===== src/rtl/rsb_pkg.sv =====
package rsb_pkg;
    localparam int LANES = 16;
    localparam int HALF  = LANES / 2;

    typedef logic [LANES-1:0] be_t;
    typedef logic [HALF-1:0]  half_t;

    localparam be_t BE_ALL = {LANES{1'b1}};
    localparam be_t BE_LO  = {{HALF{1'b0}}, {HALF{1'b1}}};
    localparam be_t BE_HI  = {{HALF{1'b1}}, {HALF{1'b0}}};

    localparam logic [3:0] SZ_DW = 4'hB;
endpackage


===== src/rtl/rsb_size_decode.sv =====
module rsb_size_decode
    import rsb_pkg::*;
#(
    parameter int LEN_W = 6
) (
    input  logic             is_write,
    input  logic [3:0]       size,
    input  logic             wdptr,
    input  logic             dsel,
    input  logic [LEN_W-1:0] len,
    output logic [LEN_W-1:0] cnt,
    output be_t              be_first,
    output be_t              be_mid,
    output be_t              be_last,
    output logic             unsup,
    output logic             illegal
);
    half_t            m8;
    be_t              placed;
    logic             big;
    logic [1:0]       slo;
    logic [LEN_W-1:0] rd_beats;
    logic [LEN_W-1:0] max_dw;
    logic [LEN_W:0]   len_p1;

    // byte 0 of the doubleword maps to the top lane of the half
    always_comb begin
        unique case (size)
            4'h0: m8 = wdptr ? 8'h08 : 8'h80;
            4'h1: m8 = wdptr ? 8'h04 : 8'h40;
            4'h2: m8 = wdptr ? 8'h02 : 8'h20;
            4'h3: m8 = wdptr ? 8'h01 : 8'h10;
            4'h4: m8 = wdptr ? 8'h0C : 8'hC0;
            4'h5: m8 = wdptr ? 8'h07 : 8'hE0;
            4'h6: m8 = wdptr ? 8'h03 : 8'h30;
            4'h7: m8 = wdptr ? 8'h1F : 8'hF8;
            4'h8: m8 = wdptr ? 8'h0F : 8'hF0;
            4'h9: m8 = wdptr ? 8'h3F : 8'hFC;
            4'hA: m8 = wdptr ? 8'h7F : 8'hFE;
            default: m8 = 8'hFF;
        endcase
    end

    assign placed   = dsel ? {m8, {HALF{1'b0}}} : {{HALF{1'b0}}, m8};
    assign big      = size[3] & size[2];
    assign slo      = size[1:0];
    assign rd_beats = LEN_W'({slo, 2'b00}) + LEN_W'(2) + LEN_W'({wdptr, 1'b0});
    assign max_dw   = LEN_W'({slo, 3'b000}) + LEN_W'(4) + LEN_W'({wdptr, 2'b00});
    assign len_p1   = {1'b0, len} + (LEN_W+1)'(1);

    always_comb begin
        cnt      = LEN_W'(1);
        be_first = placed;
        be_mid   = placed;
        be_last  = placed;
        unsup    = 1'b0;
        illegal  = 1'b0;
        if (!big) begin
            if (size == SZ_DW && wdptr) begin
                if (!dsel) begin
                    be_first = BE_ALL;
                    be_mid   = BE_ALL;
                    be_last  = BE_ALL;
                end else if (is_write) begin
                    cnt      = LEN_W'(2);
                    be_first = BE_HI;
                    be_mid   = BE_ALL;
                    be_last  = BE_LO;
                end else begin
                    unsup = 1'b1;
                end
            end
            if (is_write)
                illegal = (len == '0) ||
                          (len > ((size == SZ_DW && wdptr) ? LEN_W'(2) : LEN_W'(1)));
        end else if (!is_write) begin
            if (dsel) begin
                unsup = 1'b1;
            end else begin
                cnt      = rd_beats;
                be_first = BE_ALL;
                be_mid   = BE_ALL;
                be_last  = BE_ALL;
            end
        end else begin
            illegal  = (len == '0) || (len > max_dw);
            cnt      = dsel ? LEN_W'(len >> 1) + LEN_W'(1) : LEN_W'(len_p1 >> 1);
            be_first = dsel ? BE_HI : BE_ALL;
            be_mid   = BE_ALL;
            be_last  = (dsel ^ len[0]) ? BE_LO : BE_ALL;
        end
    end
endmodule


===== src/rtl/rsb_beat_seq.sv =====
module rsb_beat_seq
    import rsb_pkg::*;
#(
    parameter int LEN_W = 6
) (
    input  logic             clk,
    input  logic             rst_n,
    input  logic             load,
    input  logic [LEN_W-1:0] ld_cnt,
    input  be_t              ld_first,
    input  be_t              ld_mid,
    input  be_t              ld_last,
    input  logic             ld_unsup,
    input  logic             ld_illegal,
    input  logic             ld_want_resp,
    input  logic             beat_wait,
    output logic             ready,
    output logic             beat_valid,
    output be_t              beat_be,
    output logic [LEN_W-1:0] burst_cnt,
    output logic             beat_first,
    output logic             beat_last,
    output logic             err_unsup,
    output logic             err_illegal,
    output logic             err_resp
);
    typedef struct packed {
        logic             active;
        logic [LEN_W-1:0] cnt;
        logic [LEN_W-1:0] remain;
        be_t              be_f;
        be_t              be_m;
        be_t              be_l;
        logic             unsup;
        logic             illegal;
        logic             resp;
    } seq_t;

    seq_t st_d, st_q;

    always_comb begin
        st_d         = st_q;
        st_d.unsup   = 1'b0;
        st_d.illegal = 1'b0;
        st_d.resp    = 1'b0;
        if (load) begin
            if (ld_unsup || ld_illegal) begin
                st_d.unsup   = ld_unsup;
                st_d.illegal = ld_illegal;
                st_d.resp    = ld_unsup | (ld_illegal & ld_want_resp);
            end else begin
                st_d.active = 1'b1;
                st_d.cnt    = ld_cnt;
                st_d.remain = ld_cnt;
                st_d.be_f   = ld_first;
                st_d.be_m   = ld_mid;
                st_d.be_l   = ld_last;
            end
        end else if (st_q.active && !beat_wait) begin
            if (st_q.remain == LEN_W'(1))
                st_d.active = 1'b0;
            else
                st_d.remain = st_q.remain - LEN_W'(1);
        end
    end

    always_ff @(posedge clk) begin
        if (!rst_n) st_q <= '0;
        else        st_q <= st_d;
    end

    assign ready       = !st_q.active;
    assign beat_valid  = st_q.active;
    assign burst_cnt   = st_q.cnt;
    assign beat_first  = st_q.active && (st_q.remain == st_q.cnt);
    assign beat_last   = st_q.active && (st_q.remain == LEN_W'(1));
    assign err_unsup   = st_q.unsup;
    assign err_illegal = st_q.illegal;
    assign err_resp    = st_q.resp;

    always_comb begin
        if (!st_q.active)                        beat_be = '0;
        else if (beat_first && beat_last)        beat_be = st_q.be_f & st_q.be_l;
        else if (beat_first)                     beat_be = st_q.be_f;
        else if (beat_last)                      beat_be = st_q.be_l;
        else                                     beat_be = st_q.be_m;
    end

    a_r11_hold_on_wait: assert property (@(posedge clk) disable iff (!rst_n)
        beat_valid && beat_wait |=> beat_valid && $stable(beat_be) && $stable(beat_last));
    a_r12_idle_after_done: assert property (@(posedge clk) disable iff (!rst_n)
        beat_valid && beat_last && !beat_wait |=> !beat_valid && ready);
    a_r12_cnt_held: assert property (@(posedge clk) disable iff (!rst_n)
        beat_valid && !beat_first |-> $stable(burst_cnt));
    a_r10_err_no_beat: assert property (@(posedge clk) disable iff (!rst_n)
        (err_unsup || err_illegal) |-> !beat_valid);
    a_r10_resp_has_cause: assert property (@(posedge clk) disable iff (!rst_n)
        err_resp |-> (err_unsup || err_illegal));
    a_r2_be_nonzero: assert property (@(posedge clk) disable iff (!rst_n)
        beat_valid |-> beat_be != '0);
endmodule


===== src/rtl/rsb_top.sv =====
module rsb_top
    import rsb_pkg::*;
#(
    parameter int LEN_W = 6
) (
    input  logic             clk,
    input  logic             rst_n,
    input  logic             req_valid,
    output logic             req_ready,
    input  logic             req_write,
    input  logic [3:0]       req_size,
    input  logic             req_wdptr,
    input  logic             req_dsel,
    input  logic [LEN_W-1:0] req_len,
    input  logic             req_resp,
    input  logic             beat_wait,
    output logic             beat_valid,
    output logic [15:0]      beat_be,
    output logic [LEN_W-1:0] burst_cnt,
    output logic             beat_first,
    output logic             beat_last,
    output logic             err_unsup,
    output logic             err_illegal,
    output logic             err_resp
);
    logic [LEN_W-1:0] dec_cnt;
    be_t              dec_f, dec_m, dec_l;
    logic             dec_unsup, dec_illegal;
    logic             take;

    assign take = req_valid && req_ready;

    rsb_size_decode #(.LEN_W(LEN_W)) u_dec (
        .is_write (req_write),
        .size     (req_size),
        .wdptr    (req_wdptr),
        .dsel     (req_dsel),
        .len      (req_len),
        .cnt      (dec_cnt),
        .be_first (dec_f),
        .be_mid   (dec_m),
        .be_last  (dec_l),
        .unsup    (dec_unsup),
        .illegal  (dec_illegal)
    );

    rsb_beat_seq #(.LEN_W(LEN_W)) u_seq (
        .clk          (clk),
        .rst_n        (rst_n),
        .load         (take),
        .ld_cnt       (dec_cnt),
        .ld_first     (dec_f),
        .ld_mid       (dec_m),
        .ld_last      (dec_l),
        .ld_unsup     (dec_unsup),
        .ld_illegal   (dec_illegal),
        .ld_want_resp (req_resp),
        .beat_wait    (beat_wait),
        .ready        (req_ready),
        .beat_valid   (beat_valid),
        .beat_be      (beat_be),
        .burst_cnt    (burst_cnt),
        .beat_first   (beat_first),
        .beat_last    (beat_last),
        .err_unsup    (err_unsup),
        .err_illegal  (err_illegal),
        .err_resp     (err_resp)
    );

    a_r4_write_never_unsup: assert property (@(posedge clk) disable iff (!rst_n)
        take && req_write |=> !err_unsup);
    a_r4_read_never_illegal: assert property (@(posedge clk) disable iff (!rst_n)
        take && !req_write |=> !err_illegal);
    a_r12_first_after_take: assert property (@(posedge clk) disable iff (!rst_n)
        take |=> !beat_valid || beat_first);
endmodule


===== config.mk =====
export PLATFORM = sky130hd
export DESIGN_NAME = rsb_top
export DESIGN_NICKNAME = d
export VERILOG_FILES = /design/src/rtl/rsb_pkg.sv /design/src/rtl/rsb_size_decode.sv /design/src/rtl/rsb_beat_seq.sv /design/src/rtl/rsb_top.sv
export SDC_FILE = /design/constraint.sdc
export NUM_CORES = 1
export LEC_CHECK = 0
export BUFFER_PORTS_ARGS = -buffer_cell sky130_fd_sc_hd__buf_4
export CAP_MARGIN = 20
export CORE_MARGIN = 1.5
export CORE_UTILIZATION = 39
export DETAILED_ROUTE_END_ITERATION = 8
export SLEW_MARGIN = 30
export SYNTH_ARGS = -nofsm -noshare
export SYNTH_HDL_FRONTEND = slang
export SYNTH_SLANG_ARGS = --single-unit

===== constraint.sdc =====
create_clock -name clk -period 2.7 [get_ports clk]
set_input_delay 0.54 -clock clk [delete_from_list [all_inputs] [get_ports clk]]
set_output_delay 0.54 -clock clk [all_outputs]
set_load 0.02 [all_outputs]

==> impl_metrics.json, run 1 <==
{
  "status": "complete, but fails checks",
  "violations": "setup timing",
  "power.clock.fraction": 0.263,
  "max_freq_ghz": 0.369,
  "die_x_um": 94.6,
  "grt_pass1_vias": 3114,
  "grt_pass1_wl_um": 16100,
  "core_area_um2": 8180,
  "seqPwrFrac": 0.408,
  "area_growth_pct": 26.4,
  "yosys.area_share.simple": 0.184,
  "critical_path_class": "reg2out",
  "ant_nets": 0,
  "rsz0062_at_grt": "true",
  "synth-seq-area-share": 0.293,
  "synth_top_area_share": 0.293,
  "io_buffer_count": 46,
  "crit_arrival_ns": 2.17,
  "hold_buffers": 0,
  "endpoint_kind": "primary output",
  "n_fill_cell": 787,
  "place_ws_ns": -0.161,
  "switching_share": 0.334,
  "vias": 3494,
  "overflow": 0,
  "synth.distinct_cells": 59,
  "synth_area_um2": 3280,
  "leakagePower_nw": 1.67,
  "p_sw_w": 0.000651,
  "clock_skew_ns": 0.00999,
  "cap_violations": 0,
  "setup_ws_ns": -0.0112,
  "wirelength_um": 9960,
  "vdd_drop_max_mv": 0.203,
  "synthArstFlopShare": 0,
  "synth-edff-count": 0,
  "yosys-top-cells-area": "dfxtp_1, a21oi_1, o21ai_0, o221a_2, ha_1",
  "clk-insertion-delay-late_ns": 0.30,
  "synthMuxAreaShare": 0.00611,
  "die_area_um2": 8960,
  "dpl.hpwl_um": 7170,
  "synth_warnings": 0,
  "ios": 47,
  "cts.sinks": 48,
  "ctsLongestPathBuffers": 2,
  "numCtsBuffers": 5,
  "rows": 33,
  "period_share": 1.00,
  "clkTransAtPathRegs_ns": 0.09,
  "syn_nets": 453,
  "diodes": 0,
  "slew_violations": 0,
  "layout-drive-gt1-share": 0.280,
  "hold_viol": 0,
  "root_buffer": "clkbuf_8",
  "multi_input_area_um2": 2130,
  "wire_per_inst_um": 17.0,
  "synth_top_cell_by_area": "dfxtp_1",
  "synth_cells": 423,
  "nNetsFinal": 511,
  "r2r_setup_slack_ns": 0.49,
  "seq_area_um2": 966,
  "drc": 0,
  "cp.required_ns": 2.16,
  "synthXorXnorAreaFrac": 0.0267,
  "power.density_nw_per_um2": 471,
  "die_h_um": 94.6,
  "first_iter_violations": 211,
  "placed_cell_area_um2": 3870,
  "cp_max_fo": 8,
  "cp-start-kind": "flip-flop",
  "synth_top_family_by_area": "compound AO/OA/AOI/OAI gates",
  "synthFlopType": "dfxtp_1",
  "grt_antenna_before_repair": 0,
  "finalSetupViolCount": 4,
  "h-tree-depth": 2,
  "p_int_w": 0.00130,
  "avgViaCountPerCell": 5.95,
  "synth_compound_gate_area_share": 0.361,
  "syn_area_per_cell_um2": 7.74,
  "synthAdderAreaFrac": 0.0458,
  "fin_cells": 587,
  "synth-seq-cells": 48,
  "holdCritPathClass": "reg2reg",
  "dr.pass1.iters": 5,
  "design_area_um2": 4140,
  "worst_slew_pin_slew_ns": 0.485,
  "pwr-share-comb": 0.329,
  "dp_cells": 573,
  "cts_tree": "built",
  "period_minus_slack_ns": 2.71,
  "maxSlewHeadroom": 0.677,
  "place.gp.congestion": 0.858,
  "grt_use_total": 0.226,
  "start_util": 0.401,
  "grt_max_degree": 31
}
## routing by layer
layer | GRT usage | up-vias | share of wire
met1 | 0.330 | 1661 | 0.48
met5 | 0 | - | 0
li1 | - | 1708 | -
met4 | 0.0473 | 0 | 0.012
met2 | 0.351 | 112 | 0.45
met3 | 0.0314 | 13 | 0.055
## kinds of logic (layout without fill, tap and decap cells)
family                   after synthesis  after routing
AND/OR/NAND/NOR                      116            116
AO/OA/AOI/OAI                        176            177
XOR/XNOR                              10             10
multiplexers                           2              2
flip-flops                            48             48
buffers and inverters                 59            117
adder cells (fa/ha/maj)               12             12
## per-stage QoR
step | setup TNS [ns] | hold WS [ns] | total power, W | util
2_1_floorplan | 0 | 0.450 | 0.00119 | -
3_3_place_gp | -2.84 | 0.457 | 0.00140 | 0.474
3_5_place_dp | -4.39 | 0.470 | 0.00141 | 0.474
4_1_cts | 0 | 0.484 | 0.00192 | 0.489
5_1_grt | -0.857 | 0.511 | 0.00206 | 0.507
6_report | -0.0293 | 0.485 | 0.00195 | 0.507
## Yosys cell counts, types with 4 or more instances
master	number
nor3_1	10
a21oi_1	56
nor2_1	29
inv_1	14
nand4_1	13
or4_1	6
o21a_1	4
clkbuf_1	21
o22ai_1	5
nand2_1	19
o31ai_1	4
xnor2_1	5
buf_2	12
xor2_1	5
a211oi_1	9
ha_1	12
o311ai_0	5
a31oi_1	9
buf_4	7
o21ai_0	41
o221a_2	16
dfxtp_1	48
nor2b_1	6
nand3_1	14
## registers in the layout, summed over array words and instances (netlist names)
name	cells
u_seq.beat_valid	1
u_seq.err_illegal	1
u_seq.burst_cnt	6
u_seq.err_unsup	1
u_seq.st_q	38
u_seq.err_resp	1
## worst max-delay path: stages (launching register included)
cell	delay, ns
dfxtp_2	0.34
xor2_1	0.16
nor4_1	0.31
nand4_1	0.25
buf_4	0.21
nor2b_2	0.11
buf_6	0.16
o221a_4	0.19
buf_4	0.13
## cell type report
cell class	count	share of cell area
clock buffer	6	0.0175
multi-input combinational	317	0.515
sequential	48	0.233
timing repair buffer	94	0.181
tap	105	0.0317
clock inverter	2	0.00846
inverter	15	0.0136
## path summary, 6_finish.rpt
| kind | start | to | cells after the start |
|---|---|---|---|
| setup / recovery | u_seq.burst_cnt[5]$_SDFFE_PN0P_ | beat_be[1] | 8 |
| hold / removal | u_seq.st_q[18]$_SDFFE_PN0P_ | u_seq.st_q[18]$_SDFFE_PN0P_ | 2 |
| setup reg to reg | u_seq.beat_valid$_SDFFE_PN0P_ | u_seq.st_q[12]$_SDFFE_PN0P_ | 6 |
| hold reg to reg | u_seq.st_q[18]$_SDFFE_PN0P_ | u_seq.st_q[18]$_SDFFE_PN0P_ | 2 |
## power by group through the flow
stage                     Combinational (W)  Sequential [W]  Clock, W
after detailed placement           0.000601        0.000808         0
after global placement             0.000595        0.000806         0
after floorplan                    0.000390        0.000800         0
after CTS                          0.000608        0.000791  0.000517
final                              0.000642        0.000796  0.000512
after global routing               0.000709        0.000802  0.000552
## layout by cell type, fill, tap and decap left out, types with 6 or more instances in the layout
cell type,instances
or4_1,6
buf_4,85
buf_6,8
a21oi_1,56
inv_1,14
dfxtp_1,44
nor3_1,10
ha_1,12
nand3_1,14
nor2_1,29
nand2_1,19
o221a_2,8
nand4_1,13
a211oi_1,9
o221a_4,8
a31oi_1,9
o21ai_0,41
## timing repair
action                     in CTS  in global routing
buffers inserted                2                  3
cloned                          0                  1
setup endpoints to repair       8                 38
pin swaps                       1                  4
gates resized for setup         0                 22
Power figures use the tool's default switching activity.
==> run 2, diff against run 1 <==
--- a/config.mk
+++ b/config.mk
@@ -7,7 +7,6 @@
 export LEC_CHECK = 0
 export BUFFER_PORTS_ARGS = -buffer_cell sky130_fd_sc_hd__buf_4
 export CAP_MARGIN = 20
-export CORE_MARGIN = 1.5
 export CORE_UTILIZATION = 39
 export DETAILED_ROUTE_END_ITERATION = 8
 export SLEW_MARGIN = 30
==> impl_metrics.json, run 2 (synthesized netlist as in run 1, its figures left out) <==
{
  "status": "completed",
  "first_iter_violations": 234,
  "dp_cells": 571,
  "io_buffer_count": 46,
  "fin_cells": 580,
  "cap_violations": 0,
  "slowest_delay_ns": 0.34,
  "core_area_um2": 8180,
  "cp.required_ns": 2.16,
  "period_share": 0.947,
  "critical_path_class": "reg2out",
  "slowest_stage": "dfxtp_2",
  "die_h_um": 93.6,
  "cpLargestDelayFamily": "simple AND/OR/NAND/NOR gates",
  "slew_violations": 0,
  "clkTransAtPathRegs_ns": 0.09,
  "utilization": 0.488,
  "layout-drive-gt1-share": 0.276,
  "dr.pass1.iters": 5,
  "start_util": 0.401,
  "wire_per_inst_um": 17.0,
  "crit_buf_inv": 3,
  "rows": 33,
  "leakagePower_nw": 1.61,
  "grt_antenna_before_repair": 0,
  "top_register": "u_seq.st_q",
  "mostFrequentLayoutCells": "buf_4, a21oi_1, dfxtp_1",
  "vdd_drop_max_mv": 0.222,
  "max_freq_ghz": 0.391,
  "grt_pass1_vias": 3162,
  "clock_skew_ns": 0.00835,
  "die_x_um": 93.6,
  "hold_viol": 0,
  "avgViaCountPerCell": 5.93,
  "overflow": 0,
  "ctsLongestPathBuffers": 2,
  "ant_nets": 0,
  "endpoint_kind": "primary output",
  "diodes": 0,
  "numCtsBuffers": 5,
  "period_minus_slack_ns": 2.56,
  "crit_arrival_ns": 2.02,
  "power.density_nw_per_um2": 470,
  "largest_reg_flops": 38,
  "nNetsFinal": 504,
  "grt_use_total": 0.233,
  "worst_slew_pin_slew_ns": 0.521,
  "vias": 3442,
  "die_area_um2": 8770,
  "maxSlewHeadroom": 0.652,
  "drc": 0,
  "root_buffer": "clkbuf_8",
  "cts.sinks": 48,
  "h-tree-depth": 2,
  "place.gp.congestion": 0.798,
  "cp-start-kind": "flip-flop",
  "holdCritPathClass": "reg2reg",
  "cts_tree": "built",
  "power_w": 0.00187,
  "crit_top_cell": "buf_4",
  "cp_max_fo": 8,
  "grt_pass1_wl_um": 16000,
  "grt_max_degree": 29,
  "clk-insertion-delay-late_ns": 0.31,
  "path_cells": "xor2_1, nor4_2, nand4_1, inv_2, nor2_1, buf_4, o221a_2, buf_4",
  "finalSetupViolCount": 0,
  "ios": 47,
  "rsz0062_at_grt": "false",
  "n_fill_cell": 813,
  "area_growth_pct": 21.8,
  "final_common_cell": "buf_4",
  "wirelength_um": 9880,
  "dpl.hpwl_um": 7210
}
==> run 2: cell types whose count changed in the layout (fill, tap and decap cells not counted), moves of 2 or more <==
cell	delta
o221a_2	+8
o221a_4	-8
buf_6	-6
clkinvlp_4	+2
inv_1	-2
inv_2	+2
==> run 2: path summary, 6_finish.rpt <==
kind / start / to / slack [ns] / cells after the start
worst max-delay path: u_seq.burst_cnt[5]$_SDFFE_PN0P_ / beat_be[9] / 0.14 / 8
worst min-delay path: u_seq.st_q[4]$_SDFFE_PN0P_ / u_seq.st_q[4]$_SDFFE_PN0P_ / 0.48 / 2
worst max register to register: u_seq.st_q[52]$_SDFFE_PN0P_ / u_seq.st_q[56]$_SDFFE_PN0P_ / 0.49 / 10
worst min register to register: u_seq.st_q[4]$_SDFFE_PN0P_ / u_seq.st_q[4]$_SDFFE_PN0P_ / 0.48 / 2
==> run 2: per-stage QoR <==
step	setup WS, ns	hold slack, ns	cell area [um^2]	setup TNS (ns)
after floorplan	0.0345	0.450	3280	0
after global placement	-0.0694	0.460	3860	-1.26
after detailed placement	-0.127	0.469	3860	-3.20
after CTS	0.0549	0.481	3960	0
after global routing	0.00309	0.495	3990	0
final	0.144	0.478	3990	0
==> run 2: power breakdown <==
part | internal (W) | switching, W | total, W
Combinational | 0.000252 | 0.000369 | 0.000621
Clock | 0.000208 | 0.000253 | 0.000461
Sequential | 0.000758 | 0.0000348 | 0.000793
Total | 0.00122 | 0.000657 | 0.00187
==> run 2: final cells by class <==
cell class | instances | area, um^2 | area share
inverters | 15 | 56.3 | 0.0141
flip-flops and latches | 48 | 966 | 0.242
clock inverters | 2 | 15.0 | 0.00376
well taps | 105 | 131 | 0.0329
clock buffers | 6 | 82.6 | 0.0207
multi-input cells | 316 | 2060 | 0.516
repair buffers | 88 | 681 | 0.171
==> run 2: worst reg2reg max path, delay by kind of cell, from the launching register on <==
kind                     cells  cell delay (ns)
AND/OR/NAND/NOR              2             0.37
AO/OA/AOI/OAI                3             0.50
flip-flops                   1             0.38
buffers and inverters        4             0.66
adder cells (fa/ha/maj)      1             0.18
==> run 2: timing repair <==
item / in CTS / in global routing
gates resized for setup: 0 / 11
setup buffers: 0 / 1
hold buffers: 0 / 0
setup endpoints to repair: 0 / 16
==> run 2: layer usage <==
metal	global-route usage	wire length (um)
met5	0	0
met4	0.0769	167
met3	0.0260	565
met2	0.358	4450
met1	0.335	4700
==> run 3, diff against run 2 <==
--- a/config.mk
+++ b/config.mk
@@ -6,9 +6,9 @@
 export NUM_CORES = 1
 export LEC_CHECK = 0
 export BUFFER_PORTS_ARGS = -buffer_cell sky130_fd_sc_hd__buf_4
-export CAP_MARGIN = 20
 export CORE_UTILIZATION = 39
 export DETAILED_ROUTE_END_ITERATION = 8
+export GPL_TIMING_DRIVEN = 0
 export SLEW_MARGIN = 30
 export SYNTH_ARGS = -nofsm -noshare
 export SYNTH_HDL_FRONTEND = slang
==> impl_metrics.json, run 3 (synthesized netlist as in run 1, its figures left out) <==
{
  "largest_reg_flops": 38,
  "area_growth_pct": 21.6,
  "placed_cell_area_um2": 3740,
  "top_register": "u_seq.st_q",
  "avgViaCountPerCell": 6.05,
  "grt_antenna_before_repair": 0,
  "die_h_um": 93.6,
  "wire_per_inst_um": 18.1,
  "max_freq_ghz": 0.380,
  "endpoint_kind": "flip-flop",
  "worst_slew_pin_slew_ns": 0.737,
  "wirelength_um": 10600,
  "core_area_um2": 8180,
  "h-tree-depth": 2,
  "start_util": 0.401,
  "numCtsBuffers": 5,
  "die_x_um": 93.6,
  "ant_nets": 0,
  "cp-start-kind": "input port",
  "crit_start": "req_size[0]",
  "clock_skew_ns": 0.0116,
  "crit_arrival_ns": 2.87,
  "critical_path_class": "in2reg",
  "reg2reg_depth": 7,
  "dr.pass1.iters": 5,
  "grt_pass1_vias": 3193,
  "ios": 47,
  "maxSlewHeadroom": 0.508,
  "clk-insertion-delay-late_ns": 0.31,
  "hold_viol": 0,
  "die_area_um2": 8770,
  "ctsLongestPathBuffers": 2,
  "holdCritPathClass": "in2reg",
  "overflow": 0,
  "slew_violations": 0,
  "hold_ws_ns": 0.481,
  "period_minus_slack_ns": 2.63,
  "drc": 0,
  "finalSetupViolCount": 0,
  "clkTransAtPathRegs_ns": 0.09,
  "period_share": 0.974,
  "leakagePower_nw": 1.57,
  "nNetsFinal": 508,
  "mostFrequentLayoutCells": "buf_4, a21oi_1, dfxtp_1",
  "grt_max_degree": 16,
  "path_cells": "buf_4, ha_1, xnor2_2, ha_1, o21ai_2, a22oi_2, a21oi_4, a21oi_4, buf_6, or4_4, a21oi_1",
  "vias": 3534,
  "reg2reg_to": "u_seq.st_q[55]$_SDFFE_PN0P_",
  "power.density_nw_per_um2": 497,
  "hold_buffers": 0,
  "grt_use_total": 0.244,
  "slowest_stage": "or4_4",
  "final_common_cell": "buf_4",
  "cts.sinks": 48,
  "status": "completed",
  "grt_pass1_wl_um": 16700,
  "cts_tree": "built",
  "vdd_drop_max_mv": 0.241,
  "slowest_delay_ns": 0.52,
  "place.gp.congestion": 0.887,
  "cp_max_fo": 10,
  "cap_violations": 0,
  "rows": 33,
  "layout-drive-gt1-share": 0.251,
  "r2r_setup_slack_ns": 0.33,
  "root_buffer": "clkbuf_8",
  "critPathCapture": "u_seq.burst_cnt[4]$_SDFFE_PN0P_",
  "diodes": 0,
  "first_iter_violations": 262,
  "io_buffer_count": 44,
  "dpl.hpwl_um": 7700,
  "cp.required_ns": 2.94,
  "design_area_um2": 3980,
  "worstReg2RegStart": "u_seq.st_q[52]$_SDFFE_PN0P_"
}
[run 3: through the flow]
stage | TNS (ns) | util | setup slack (ns) | power [W] | std cells
after global routing | -0.0277 | 0.487 | -0.00946 | 0.00206 | 584
after global placement | -18.28 | 0.457 | -0.485 | 0.00137 | 572
after floorplan | 0 | - | 0.0345 | 0.00119 | 423
after detailed placement | -19.20 | 0.457 | -0.500 | 0.00138 | 572
final | 0 | 0.487 | 0.0697 | 0.00198 | 584
after CTS | 0 | 0.478 | 0.00457 | 0.00194 | 582
[run 3: final cells by class]
class	instances	area [um^2]
multi-input cells	316	2110
plain buffers	44	235
clock inverters	2	38.8
clock buffers	6	82.6
fillers	826	4190
repair buffers	48	364
flip-flops and latches	48	961
well taps	105	131
inverters	15	56.3
[run 3: routing by layer]
metal  track usage  vias to the layer above  part of all wire
met3        0.0268                       12             0.061
met5             0                        -                 0
li1              -                     1697                 -
met2         0.380                      148              0.45
met4        0.0731                        0             0.017
met1         0.353                     1677              0.47
[run 3: worst min path at each step]
stage | from | end | slack (ns) | depth (start not counted)
2_1_floorplan | u_seq.st_q[7]$_SDFFE_PN0P_ | u_seq.st_q[7]$_SDFFE_PN0P_ | 0.45 | 2
3_3_place_gp | u_seq.st_q[8]$_SDFFE_PN0P_ | u_seq.st_q[8]$_SDFFE_PN0P_ | 0.46 | 2
3_5_place_dp | u_seq.st_q[42]$_SDFFE_PN0P_ | u_seq.st_q[42]$_SDFFE_PN0P_ | 0.47 | 2
4_1_cts | u_seq.st_q[7]$_SDFFE_PN0P_ | u_seq.st_q[7]$_SDFFE_PN0P_ | 0.48 | 2
5_1_grt | req_resp | u_seq.err_resp$_SDFF_PN0_ | 0.49 | 3
6_report | req_resp | u_seq.err_resp$_SDFF_PN0_ | 0.48 | 3
[run 3: repair_timing]
action / CTS / global route
endpoints found under the setup margin: 44 / 54
cloned: 0 / 0
pin swaps: 2 / 5
buffers inserted: 2 / 2
gates resized for setup: 13 / 15
[run 3: where the power goes]
| group | switching (W) | total, W | internal, W |
|---|---|---|---|
| registers | 0.0000339 | 0.000791 | 0.000757 |
| logic | 0.000390 | 0.000620 | 0.000230 |
| clock network | 0.000267 | 0.000570 | 0.000303 |
| total | 0.000690 | 0.00198 | 0.00129 |
[run 3: worst max-delay path, delay by kind of cell]
family                     cells  cell delay [ns]
AOI/OAI and AO/OA              5             0.72
adders and majority gates      2             0.53
and+or+nand+nor                1             0.52
buffers and inverters          2             0.31
xor gates and xnor gates       1             0.25
